$ cat config.mk
export PLATFORM = sky130hd
export DESIGN_NAME = mw_reg_slave
export DESIGN_NICKNAME = d
export VERILOG_FILES = /design/src/rtl/mw_pkg.sv /design/src/rtl/mw_sync.sv /design/src/rtl/mw_shifter.sv /design/src/rtl/mw_regfile.sv /design/src/rtl/mw_reg_slave.sv
export SDC_FILE = /design/constraint.sdc
export NUM_CORES = 1
export LEC_CHECK = 0
export BUFFER_PORTS_ARGS = -buffer_cell sky130_fd_sc_hd__buf_2
export CORE_UTILIZATION = 60
export DETAILED_ROUTE_END_ITERATION = 7
export GPL_ROUTABILITY_DRIVEN = 1
export GPL_TIMING_DRIVEN = 0
export PLACE_DENSITY_LB_ADDON = 0.25
export SKIP_CTS_REPAIR_TIMING = 1
export SLEW_MARGIN = 10
export SYNTH_ARGS = -nofsm -noshare
export SYNTH_HDL_FRONTEND = slang
export SYNTH_SLANG_ARGS = --single-unit
$ cat constraint.sdc
create_clock -name clk -period 2.95 [get_ports clk]
set_input_delay 0.295 -clock clk [delete_from_list [all_inputs] [get_ports clk]]
set_output_delay 0.295 -clock clk [all_outputs]
set_load 0.02 [all_outputs]
$ cat src/rtl/mw_pkg.sv
package mw_pkg;
  localparam int MW_ADDR_W  = 7;
  localparam int MW_DATA_W  = 8;
  localparam int MW_FRAME_W = MW_ADDR_W + 1 + MW_DATA_W;

  typedef struct packed {
    logic [MW_ADDR_W-1:0] addr;
    logic                 rw;
    logic [MW_DATA_W-1:0] data;
  } mw_frame_t;

  function automatic logic addr_hits(input logic [MW_ADDR_W-1:0] a, input int nregs);
    return (int'(a) < nregs);
  endfunction

  function automatic mw_frame_t echo_word(input mw_frame_t last, input logic [MW_DATA_W-1:0] rd);
    mw_frame_t w;
    w      = last;
    w.data = last.rw ? last.data : rd;
    return w;
  endfunction
endpackage

$ cat src/rtl/mw_sync.sv
module mw_sync #(
  parameter int STAGES = 2,
  parameter int WIDTH  = 1,
  parameter logic [WIDTH-1:0] RST_VAL = '0
) (
  input  logic             clk,
  input  logic             rst_n,
  input  logic [WIDTH-1:0] d,
  output logic [WIDTH-1:0] q
);
  logic [WIDTH-1:0] stg [STAGES];

  for (genvar s = 0; s < STAGES; s++) begin : g_stage
    always_ff @(posedge clk or negedge rst_n) begin
      if (!rst_n) stg[s] <= RST_VAL;
      else if (s == 0) stg[s] <= d;
      else stg[s] <= stg[(s > 0) ? s - 1 : 0];
    end
  end

  assign q = stg[STAGES-1];
endmodule

$ cat src/rtl/mw_shifter.sv
module mw_shifter #(
  parameter int FRAME_W = 16,
  localparam int CNT_W  = $clog2(FRAME_W + 2)
) (
  input  logic               clk,
  input  logic               rst_n,
  input  logic               sclk_s,
  input  logic               sdi_s,
  input  logic               csn_s,
  input  logic [FRAME_W-1:0] tx_word,
  output logic [FRAME_W-1:0] rx_word,
  output logic               sdo,
  output logic               sdo_oe,
  output logic               frame_start,
  output logic               frame_end,
  output logic               frame_ok,
  output logic               sclk_fall,
  output logic [CNT_W-1:0]   bit_cnt
);
  localparam logic [CNT_W-1:0] CNT_FULL = CNT_W'(FRAME_W);
  localparam logic [CNT_W-1:0] CNT_OVER = CNT_W'(FRAME_W + 1);

  logic sclk_d, csn_d;
  logic sclk_rise;
  logic [FRAME_W-1:0] out_sr;

  assign frame_start = csn_d & ~csn_s;
  assign frame_end   = ~csn_d & csn_s;
  assign sclk_rise   = ~sclk_d & sclk_s & ~csn_s;
  assign sclk_fall   = sclk_d & ~sclk_s & ~csn_s;
  assign frame_ok    = frame_end && (bit_cnt == CNT_FULL);
  assign sdo         = out_sr[FRAME_W-1];

  always_ff @(posedge clk or negedge rst_n) begin
    if (!rst_n) begin
      sclk_d <= 1'b0;
      csn_d  <= 1'b1;
    end else begin
      sclk_d <= sclk_s;
      csn_d  <= csn_s;
    end
  end

  always_ff @(posedge clk or negedge rst_n) begin
    if (!rst_n) begin
      bit_cnt <= '0;
      rx_word <= '0;
    end else if (csn_s || frame_start) begin
      bit_cnt <= '0;
    end else if (sclk_rise) begin
      rx_word <= {rx_word[FRAME_W-2:0], sdi_s};
      if (bit_cnt != CNT_OVER) bit_cnt <= bit_cnt + 1'b1;
    end
  end

  always_ff @(posedge clk or negedge rst_n) begin
    if (!rst_n) begin
      out_sr <= '0;
      sdo_oe <= 1'b0;
    end else if (frame_start) begin
      out_sr <= tx_word;
      sdo_oe <= 1'b1;
    end else if (frame_end) begin
      sdo_oe <= 1'b0;
    end else if (sclk_fall) begin
      out_sr <= {out_sr[FRAME_W-2:0], 1'b0};
    end
  end
endmodule

$ cat src/rtl/mw_regfile.sv
module mw_regfile #(
  parameter int NUM_REGS = 16,
  parameter int ADDR_W   = 7,
  parameter int DATA_W   = 8,
  localparam int IDX_W   = $clog2(NUM_REGS)
) (
  input  logic              clk,
  input  logic              rst_n,
  input  logic              we,
  input  logic [ADDR_W-1:0] waddr,
  input  logic [DATA_W-1:0] wdata,
  input  logic [ADDR_W-1:0] raddr,
  output logic [DATA_W-1:0] rdata
);
  logic [DATA_W-1:0] mem [NUM_REGS];

  for (genvar g = 0; g < NUM_REGS; g++) begin : g_reg
    always_ff @(posedge clk or negedge rst_n) begin
      if (!rst_n) mem[g] <= '0;
      else if (we && (int'(waddr) == g)) mem[g] <= wdata;
    end
  end

  assign rdata = (int'(raddr) < NUM_REGS) ? mem[raddr[IDX_W-1:0]] : '0;
endmodule

$ cat src/rtl/mw_reg_slave.sv
module mw_reg_slave
  import mw_pkg::*;
#(
  parameter int NUM_REGS    = 16,
  parameter int SYNC_STAGES = 2,
  localparam int ADDR_W     = MW_ADDR_W,
  localparam int DATA_W     = MW_DATA_W,
  localparam int FRAME_W    = MW_FRAME_W,
  localparam int CNT_W      = $clog2(FRAME_W + 2)
) (
  input  logic              clk,
  input  logic              rst_n,
  input  logic              mw_sclk,
  input  logic              mw_sdi,
  input  logic              mw_csn,
  output logic              mw_sdo,
  output logic              mw_sdo_oe,
  output logic              wr_stb,
  output logic [ADDR_W-1:0] wr_addr,
  output logic [DATA_W-1:0] wr_data
);
  logic [2:0] pins_s;
  logic sclk_s, sdi_s, csn_s;
  logic frame_start, frame_end, frame_ok, sclk_fall;
  logic [CNT_W-1:0] bit_cnt;
  mw_frame_t rx_frame, last_frame, tx_frame;
  logic [DATA_W-1:0] rd_data;
  logic wr_hit;

  mw_sync #(.STAGES(SYNC_STAGES), .WIDTH(3), .RST_VAL(3'b100)) u_sync (
    .clk(clk), .rst_n(rst_n),
    .d({mw_csn, mw_sdi, mw_sclk}),
    .q(pins_s)
  );
  assign {csn_s, sdi_s, sclk_s} = pins_s;

  mw_shifter #(.FRAME_W(FRAME_W)) u_shift (
    .clk(clk), .rst_n(rst_n),
    .sclk_s(sclk_s), .sdi_s(sdi_s), .csn_s(csn_s),
    .tx_word(tx_frame),
    .rx_word(rx_frame),
    .sdo(mw_sdo), .sdo_oe(mw_sdo_oe),
    .frame_start(frame_start), .frame_end(frame_end),
    .frame_ok(frame_ok), .sclk_fall(sclk_fall),
    .bit_cnt(bit_cnt)
  );

  assign wr_hit = rx_frame.rw && addr_hits(rx_frame.addr, NUM_REGS);

  always_ff @(posedge clk or negedge rst_n) begin
    if (!rst_n) begin
      last_frame <= '0;
      wr_stb     <= 1'b0;
      wr_addr    <= '0;
      wr_data    <= '0;
    end else begin
      wr_stb <= 1'b0;
      if (frame_ok) begin
        last_frame <= rx_frame;
        wr_stb     <= wr_hit;
        wr_addr    <= rx_frame.addr;
        wr_data    <= rx_frame.data;
      end
    end
  end

  mw_regfile #(.NUM_REGS(NUM_REGS), .ADDR_W(ADDR_W), .DATA_W(DATA_W)) u_regs (
    .clk(clk), .rst_n(rst_n),
    .we(wr_stb), .waddr(wr_addr), .wdata(wr_data),
    .raddr(last_frame.addr), .rdata(rd_data)
  );

  assign tx_frame = echo_word(last_frame, rd_data);
endmodule

==> results of run 1 <==
-- registers in the layout (all words and copies together), names as in the netlist --
signal           cells
u_shift.rx_word     16
last_frame          16
u_sync.q             3
wr_stb               1
u_sync.stg           3
u_shift.out_sr      16
u_regs.mem         128
u_shift.csn_d        1
u_shift.bit_cnt      5
u_shift.sdo_oe       1
u_shift.sclk_d       1
-- kinds of logic (layout without fill, tap and decap cells) --
group	after synthesis	in the layout
AO/OA/AOI/OAI	28	28
XOR/XNOR	4	4
adder cells (fa/ha/maj)	7	7
buffers and inverters	58	116
flip-flops	191	191
multiplexers	224	224
AND/OR/NAND/NOR	71	71
-- per-layer routing --
metal | global-route usage [%] | share of wire [%] | vias to the layer above
met5 | 0 | 0 | -
met4 | 10.2 | 1.9 | 0
met3 | 6.13 | 4.1 | 28
met2 | 43.6 | 50 | 91
met1 | 37.7 | 44 | 2669
li1 | - | - | 2203
-- stage by stage --
| step | total power [W] | instance area [um2] |
|---|---|---|
| after floorplan | 0.00285 | 8660 |
| after global placement | 0.00293 | 9000 |
| after detailed placement | 0.00294 | 9030 |
| after CTS | 0.00527 | 9630 |
| after global routing | 0.00540 | 9660 |
| final | 0.00523 | 9660 |
-- layout make-up --
type	count	area, um2	area share [%]
sequential	191	4780	49.5
multi-input combinational	334	3570	37.0
clock buffer	17	425	4.40
buffer	51	278	2.87
tap	180	225	2.33
timing repair buffer	26	178	1.84
clock inverter	15	174	1.80
inverter	7	26.3	0.272
-- worst max-delay path: cells and delay by family (launching register included) --
family                 cells  cell delay (ns)
multiplexers               1             0.40
AND/OR/NAND/NOR            2             0.74
buffers and inverters      2             0.63
flip-flops                 1             0.41
-- power groups by stage --
stage	Sequential (W)	Clock (W)	Combinational, W
4_1_cts	0.00271	0.00238	0.000178
5_1_grt	0.00272	0.00247	0.000200
3_5_place_dp	0.00277	0	0.000177
2_1_floorplan	0.00276	0	0.0000907
3_3_place_gp	0.00276	0	0.000165
6_report	0.00272	0.00234	0.000176
-- synthesized netlist by cell type, types with 6 or more instances --
| cell | instances | area, um2 |
|---|---|---|
| buf_2 | 15 | 75.1 |
| clkbuf_1 | 17 | 63.8 |
| ha_1 | 7 | 87.6 |
| nand2_1 | 20 | 75.1 |
| a221oi_1 | 6 | 52.6 |
| mux4_2 | 30 | 676 |
| nor2b_1 | 10 | 62.6 |
| and2_1 | 10 | 62.6 |
| o22ai_1 | 6 | 37.5 |
| mux2_2 | 166 | 1870 |
| mux2i_1 | 27 | 270 |
| o21ai_0 | 10 | 50.1 |
| buf_4 | 18 | 135 |
| inv_1 | 7 | 26.3 |
| dfrtp_1 | 188 | 4700 |
-- worst min path at each step --
stage                  start            endpoint  slack [ns]  cells past startpoint
4_1_cts               mw_csn       u_sync.stg[5]       -0.07                      1
5_1_grt                rst_n  u_shift.bit_cnt[4]       0.006                      1
3_5_place_dp   u_sync.stg[4]         u_sync.q[1]        0.34                      0
3_3_place_gp   u_sync.stg[3]         u_sync.q[0]        0.33                      0
6_report               rst_n  u_shift.bit_cnt[3]        -0.1                      1
2_1_floorplan          rst_n       last_frame[0]     -0.0006                      0
==> impl_metrics.ini, run 1 <==
[yosys]
synth_compound_area_share_pct = 2.11
syn-num-nets = 595
netlist_instances = 583
ys_types = 41
synth_edf_count = 0
syn_area_per_cell_um2 = 14.9
yosysWarnings = 0
synth-main-ff-cell = dfrtp_1
synthMuxAreaShare_pct = 32.6
synth_top_family_by_area = multiplexers
async_flop_share_pct = 100
ys_ff_latch = 191
synth_seq_area_share_pct = 55.2
synth-xor-area-share_pct = 0.404
syn_area_mm2 = 0.00866
synthAdderAreaFrac_pct = 1.01
yosys.area_share.simple_pct = 5.11

[sta]
maxSlewViolCount = 0
finalHoldViolations = 84
fmax_ghz = 0.428
min_period_ns = 2.33
finalSetupTns_ns = 0
skew_ns = 0.0105
setup_viol = 0
period_share_pct = 79.1
rsz0062_at_grt = false
fin_ws_ns = 0.616
whs_ns = -0.0981
maxSlewHeadroom_pct = 41.6
tightest_slew_ns = 0.876

[power]
switchingPower_w = 0.00121
power_frac_clock_pct = 44.8
p_leak_nw = 4.62
ir_drop_mv = 0.581
switching_share_pct = 23.1
cellInternalPower_w = 0.00402
p_per_area_mw_per_mm2 = 542
comb_power_share_pct = 3.4
p_seq_share_pct = 51.9

[cells_and_area]
mostFrequentLayoutCells = 188 x dfrtp_1, 166 x mux2_2, 36 x buf_2
fin_nets = 640
fin_util_pct = 69.1
synthToLayoutAreaGrowth_pct = 11.6
nFillCells = 938
layout.cells.non_filler = 821
diodes = 0
drive_above_1_share_pct = 45.7
final_common_cell = dfrtp_1

[routing]
ant_nets = 0
wl_um = 18300
drt_iter0_markers = 319
drt_first_pass_iters = 5
wl_per_cell_um = 22.2
num_vias = 4991
viasPerCell = 6.08
drc_errors = 0

[clock_tree]
cts_tree = yes
cts_sinks = 191
insertion_delay_ns = 0.44
cts_root_buf = clkbuf_16
cts_buffers = 17
cts_buffer_depth = 2
clk_pin_slew_ns = 0.08
htree_num_levels = 4

[die]
fp.dieW_um = 122
core_mm2 = 0.0140
start_util_pct = 61.9
io_pins = 23
die-area_mm2 = 0.0149
die_h_um = 122
rows = 43

[placed_design]
gp_congestion = 0.859
io_buffers = 22
place_ws_ns = 0.672
dp_cells = 786
hpwlAfterDp_um = 12200

[setup_path]
start_kind = flip-flop
worstPathCellList = buf_4, buf_2, nand3_1, nor3_4, mux2_2
cp-endpoint = u_regs.mem[35]
startpoint = last_frame[9]
max_stage_delay_ns = 0.49
rrSetupSlack_ns = 0.62
worstPathMaxFanout = 10
slowest_stage = nor3_4
r2r-start = last_frame[9]
worstPathArrival_ns = 2.66
crit_type = flip-flop to flip-flop
reg2reg_depth = 5
crit_required_ns = 3.27
r2r_end = u_regs.mem[35]
endpoint_kind = flip-flop

[flow_run]
max-cap-violations = 0

[grt]
grt_max_degree = 118
antenna_found_initial = 0
grt_pass1_wl_um = 29800
grt_overflow_total = 0
grt_pass1_vias = 5410
grt_use_total_pct = 27.6

[run_status]
outcome = finished, violations left
violations = negative hold slack

[worst_hold_path]
worstHoldPathType = primary input to async pin
(Power assumes the default switching activity.)
==> run 2, diff against run 1 <==
- clock period: 2.95 -> 2.3 ns (I/O delays scaled with it)
==> run 2 against run 1 <==
The run now ends clean. Sequential share of layout area fell by 0.40 points. Highest routed layer unchanged. Clock power rose by 29%. Sequential power rose by 28%. Non-clock buffer count rose by 3. Critical endpoint is now u_shift.out_sr[4]. Largest power group unchanged. Via count rose by 0.14%. Combinational power rose by 32%.
==> impl_metrics.ini, run 2 (synthesis results as in run 1) <==
[die]
start_util_pct = 61.9
rows = 43
fp.dieW_um = 122
io_pins = 23
die-area_mm2 = 0.0149
die_h_um = 122
core_mm2 = 0.0140

[sta]
period_share_pct = 97.9
min_period_ns = 2.25
whs_ns = 0.358
maxSlewHeadroom_pct = 42.2
finalHoldViolations = 0
tightest_slew_ns = 0.867
maxSlewViolCount = 0
skew_ns = 0.0109
fmax_ghz = 0.444
fin_ws_ns = 0.0493
rsz0062_at_grt = true
setup_viol = 0

[routing]
viasPerCell = 6.07
drt_iter0_markers = 336
wl_per_cell_um = 22.3
ant_nets = 0
num_vias = 4998
drc_errors = 0
wl_um = 18400
drt_first_pass_iters = 4

[cells_and_area]
largest_reg_flops = 128
layout.cells.non_filler = 824
mostFrequentLayoutCells = 188 x dfrtp_1, 166 x mux2_2, 34 x buf_2
drive_above_1_share_pct = 46.7
fin_nets = 643
fin_area_mm2 = 0.00974
nFillCells = 930
largest-register = u_regs.mem
final_common_cell = dfrtp_1
diodes = 0
synthToLayoutAreaGrowth_pct = 12.5

[flow_run]
max-cap-violations = 0

[grt]
grt_use_total_pct = 27.6
antenna_found_initial = 0
grt_pass1_wl_um = 29800
grt_max_degree = 118
grt_overflow_total = 0
grt_pass1_vias = 5410

[power]
p_leak_nw = 4.65
ir_drop_mv = 0.748
p_per_area_mw_per_mm2 = 690

[setup_path]
worstPathMaxFanout = 10
r2r-start = last_frame[9]
start_kind = flip-flop
crit_type = flip-flop to flip-flop
startpoint = last_frame[9]
worstPathArrival_ns = 2.56
endpoint_kind = flip-flop
crit_required_ns = 2.61

[placed_design]
place_ws_ns = 0.0216
dpl_cell_area_mm2 = 0.00903
hpwlAfterDp_um = 12200
dp_cells = 786
io_buffers = 22
gp_congestion = 0.859

[clock_tree]
cts_sinks = 191
insertion_delay_ns = 0.44
clk_pin_slew_ns = 0.08
cts_buffer_depth = 2
cts_tree = yes
cts_root_buf = clkbuf_16
htree_num_levels = 4
cts_buffers = 17

[worst_hold_path]
worstHoldPathType = flip-flop to flip-flop
min-delay-start = u_sync.stg[5]

[run_status]
outcome = finished, final reports clean
[run 2: per-layer routing]
layer  up-vias  wire length, um  global-route usage (%)
met5         -                0                       0
li1       2210                -                       -
met2        99             9120                    43.6
met1      2662             8020                    37.7
met3        27              924                    6.13
met4         0              356                    10.2
[run 2: cell type report]
type	count	area, um2	share of cell area, %
Buffer	50	284	2.92
Timing Repair Buffer	30	223	2.29
Clock buffer	17	425	4.37
Multi-Input combinational cell	334	3600	37.0
Sequential cell	191	4780	49.1
Inverter	7	26.3	0.270
Clock inverter	15	174	1.79
Tap cell	180	225	2.31
[run 2: through the flow]
step / TNS [ns] / power [W] / util (%)
after detailed placement: 0 / 0.00377 / 64.6
after global placement: -348.81 / 0.00375 / 64.3
after CTS: -0.399 / 0.00676 / 68.9
after global routing: -0.144 / 0.00693 / 69.7
final: 0 / 0.00673 / 69.7
after floorplan: 0 / 0.00365 / -
[run 2: critical path, stage by stage, from the launching register on]
cell and delay [ns]:
dfrtp_1 0.42, buf_4 0.28, buf_4 0.31, mux4_2 0.56
mux2i_1 0.25, mux2_2 0.22, o22ai_1 0.08
[run 2: path summary, 6_finish.rpt]
path | cells past startpoint | slack, ns | end
setup / recovery | 6 | 0.05 | u_shift.out_sr[4]
hold / removal | 0 | 0.36 | u_sync.q[2]
setup reg to reg | 6 | 0.05 | u_shift.out_sr[4]
hold reg to reg | 0 | 0.36 | u_sync.q[2]
max in group asynchronous | 3 | 0.99 | u_regs.mem[6]
min in group asynchronous | 2 | 0.45 | u_shift.sdo_oe
[run 2: power breakdown]
group	switching (W)	internal [W]
clock network	0.00137	0.00164
logic	0.000142	0.0000919
registers	0.0000470	0.00344
total	0.00156	0.00517
==> run 3, diff against run 2 <==
- clock period: 2.3 -> 2.6 ns (I/O delays scaled with it)
==> run 3 against run 2 <==
Count of clock-buffer cells in the layout stayed put. Combinational power is 14% lower. Global-route usage stayed put. Sequential share of layout area is 0.35 points higher. Non-clock buffer count is 2 lower. Critical endpoint is now last_frame[9].
==> impl_metrics.ini, run 3 (synthesis results as in run 1) <==
[sta]
finalHoldViolations = 0
fmax_ghz = 0.429
maxSlewHeadroom_pct = 42.2
skew_ns = 0.0115
whs_ns = 0.358
tightest_slew_ns = 0.867
rsz0062_at_grt = false
maxSlewViolCount = 0
finalSetupTns_ns = 0
period_share_pct = 89.8
setup_viol = 0
min_period_ns = 2.33

[cells_and_area]
final_common_cell = dfrtp_1
synthToLayoutAreaGrowth_pct = 11.7
mostFrequentLayoutCells = 188 x dfrtp_1, 166 x mux2_2, 36 x buf_2
nFillCells = 937
drive_above_1_share_pct = 45.6
fin_util_pct = 69.2
diodes = 0
largest_reg_flops = 128
fin_nets = 641
multiInputGateArea_mm2 = 0.00357
seq_area_mm2 = 0.00478
largest-register = u_regs.mem
fin_area_mm2 = 0.00967

[grt]
grt_use_total_pct = 27.6
grt_pass1_vias = 5410
grt_overflow_total = 0
antenna_found_initial = 0
grt_max_degree = 118
grt_pass1_wl_um = 29800

[routing]
viasPerCell = 6.08
wl_per_cell_um = 22.3
drt_iter0_markers = 319
wl_met1_um = 7990
wl_um = 18300
topRoutingLayerUsed = met4
ant_nets = 0
num_vias = 4997
drt_first_pass_iters = 4
dr_wl_met3_um = 880
wl_met2_um = 9100
drc_errors = 0

[die]
io_pins = 23
fp.dieW_um = 122
start_util_pct = 61.9
die_h_um = 122
rows = 43
core_mm2 = 0.0140
die-area_mm2 = 0.0149

[setup_path]
endpoint_kind = flip-flop
crit_required_ns = 2.93
crit_family = buffers and inverters
crit_type = flip-flop to flip-flop
max_stage_delay_ns = 0.59
worstPathArrival_ns = 2.67
cp.buffers_inverters = 2
worstPathMaxFanout = 10
worstPathCellList = ha_1, and4_1, clkbuf_1, buf_2, mux2_2
slowest_stage = dfstp_2
start_kind = flip-flop

[placed_design]
io_buffers = 22
hpwlAfterDp_um = 12200
gp_congestion = 0.859
dpl_cell_area_mm2 = 0.00903

[clock_tree]
cts_root_buf = clkbuf_16
cts_tree = yes
htree_num_levels = 4
insertion_delay_ns = 0.45
cts_buffer_depth = 2
cts_buffers = 17
clk_pin_slew_ns = 0.08
cts_sinks = 191

[power]
power_w = 0.00595
p_per_area_mw_per_mm2 = 615
ir_drop_mv = 0.661
p_leak_nw = 4.62

[worst_hold_path]
worstHoldPathType = flip-flop to flip-flop

[flow_run]
max-cap-violations = 0

[run_status]
outcome = finished, final reports clean
## run 3: path summary, 6_finish.rpt
| check | to | depth (start not counted) | slack, ns | startpoint |
|---|---|---|---|---|
| worst max-delay path | last_frame[9] | 5 | 0.27 | u_sync.q[2] |
| max in group asynchronous | last_frame[4] | 3 | 1.28 | rst_n |
| min in group asynchronous | u_sync.q[0] | 2 | 0.46 | rst_n |
| worst max register to register | last_frame[9] | 5 | 0.27 | u_sync.q[2] |
| worst min-delay path | u_sync.q[2] | 0 | 0.36 | u_sync.stg[5] |
| worst min register to register | u_sync.q[2] | 0 | 0.36 | u_sync.stg[5] |
## run 3: power by group
group / switching (W) / internal (W)
logic: 0.000123 / 0.0000774
clock network: 0.00122 / 0.00145
registers: 0.0000406 / 0.00304
total: 0.00138 / 0.00457
## run 3: per-stage QoR
step	std cells	setup slack, ns
4_1_cts	818	0.254
3_5_place_dp	786	0.322
6_report	822	0.266
5_1_grt	822	0.139
3_3_place_gp	785	-1.59
2_1_floorplan	583	0.490
## run 3: area by class of cell
class,count,area share (%)
Tap cell,180,2.33
Buffer,51,2.87
Multi-Input combinational cell,334,37.0
Timing Repair Buffer,27,1.94
Sequential cell,191,49.4
Clock inverter,15,1.80
Clock buffer,17,4.40
Inverter,7,0.272
## run 3: routing by layer
layer	up-vias	track usage (%)
li1	2201	-
met1	2683	37.7
met2	86	43.6
met3	27	6.13
met4	0	10.2
met5	-	0
## run 3: worst register-to-register path, stage by stage (launching register included)
cell	delay (ns)
dfstp_2	0.59
ha_1	0.15
and4_1	0.19
clkbuf_1	0.55
buf_2	0.38
mux2_2	0.38
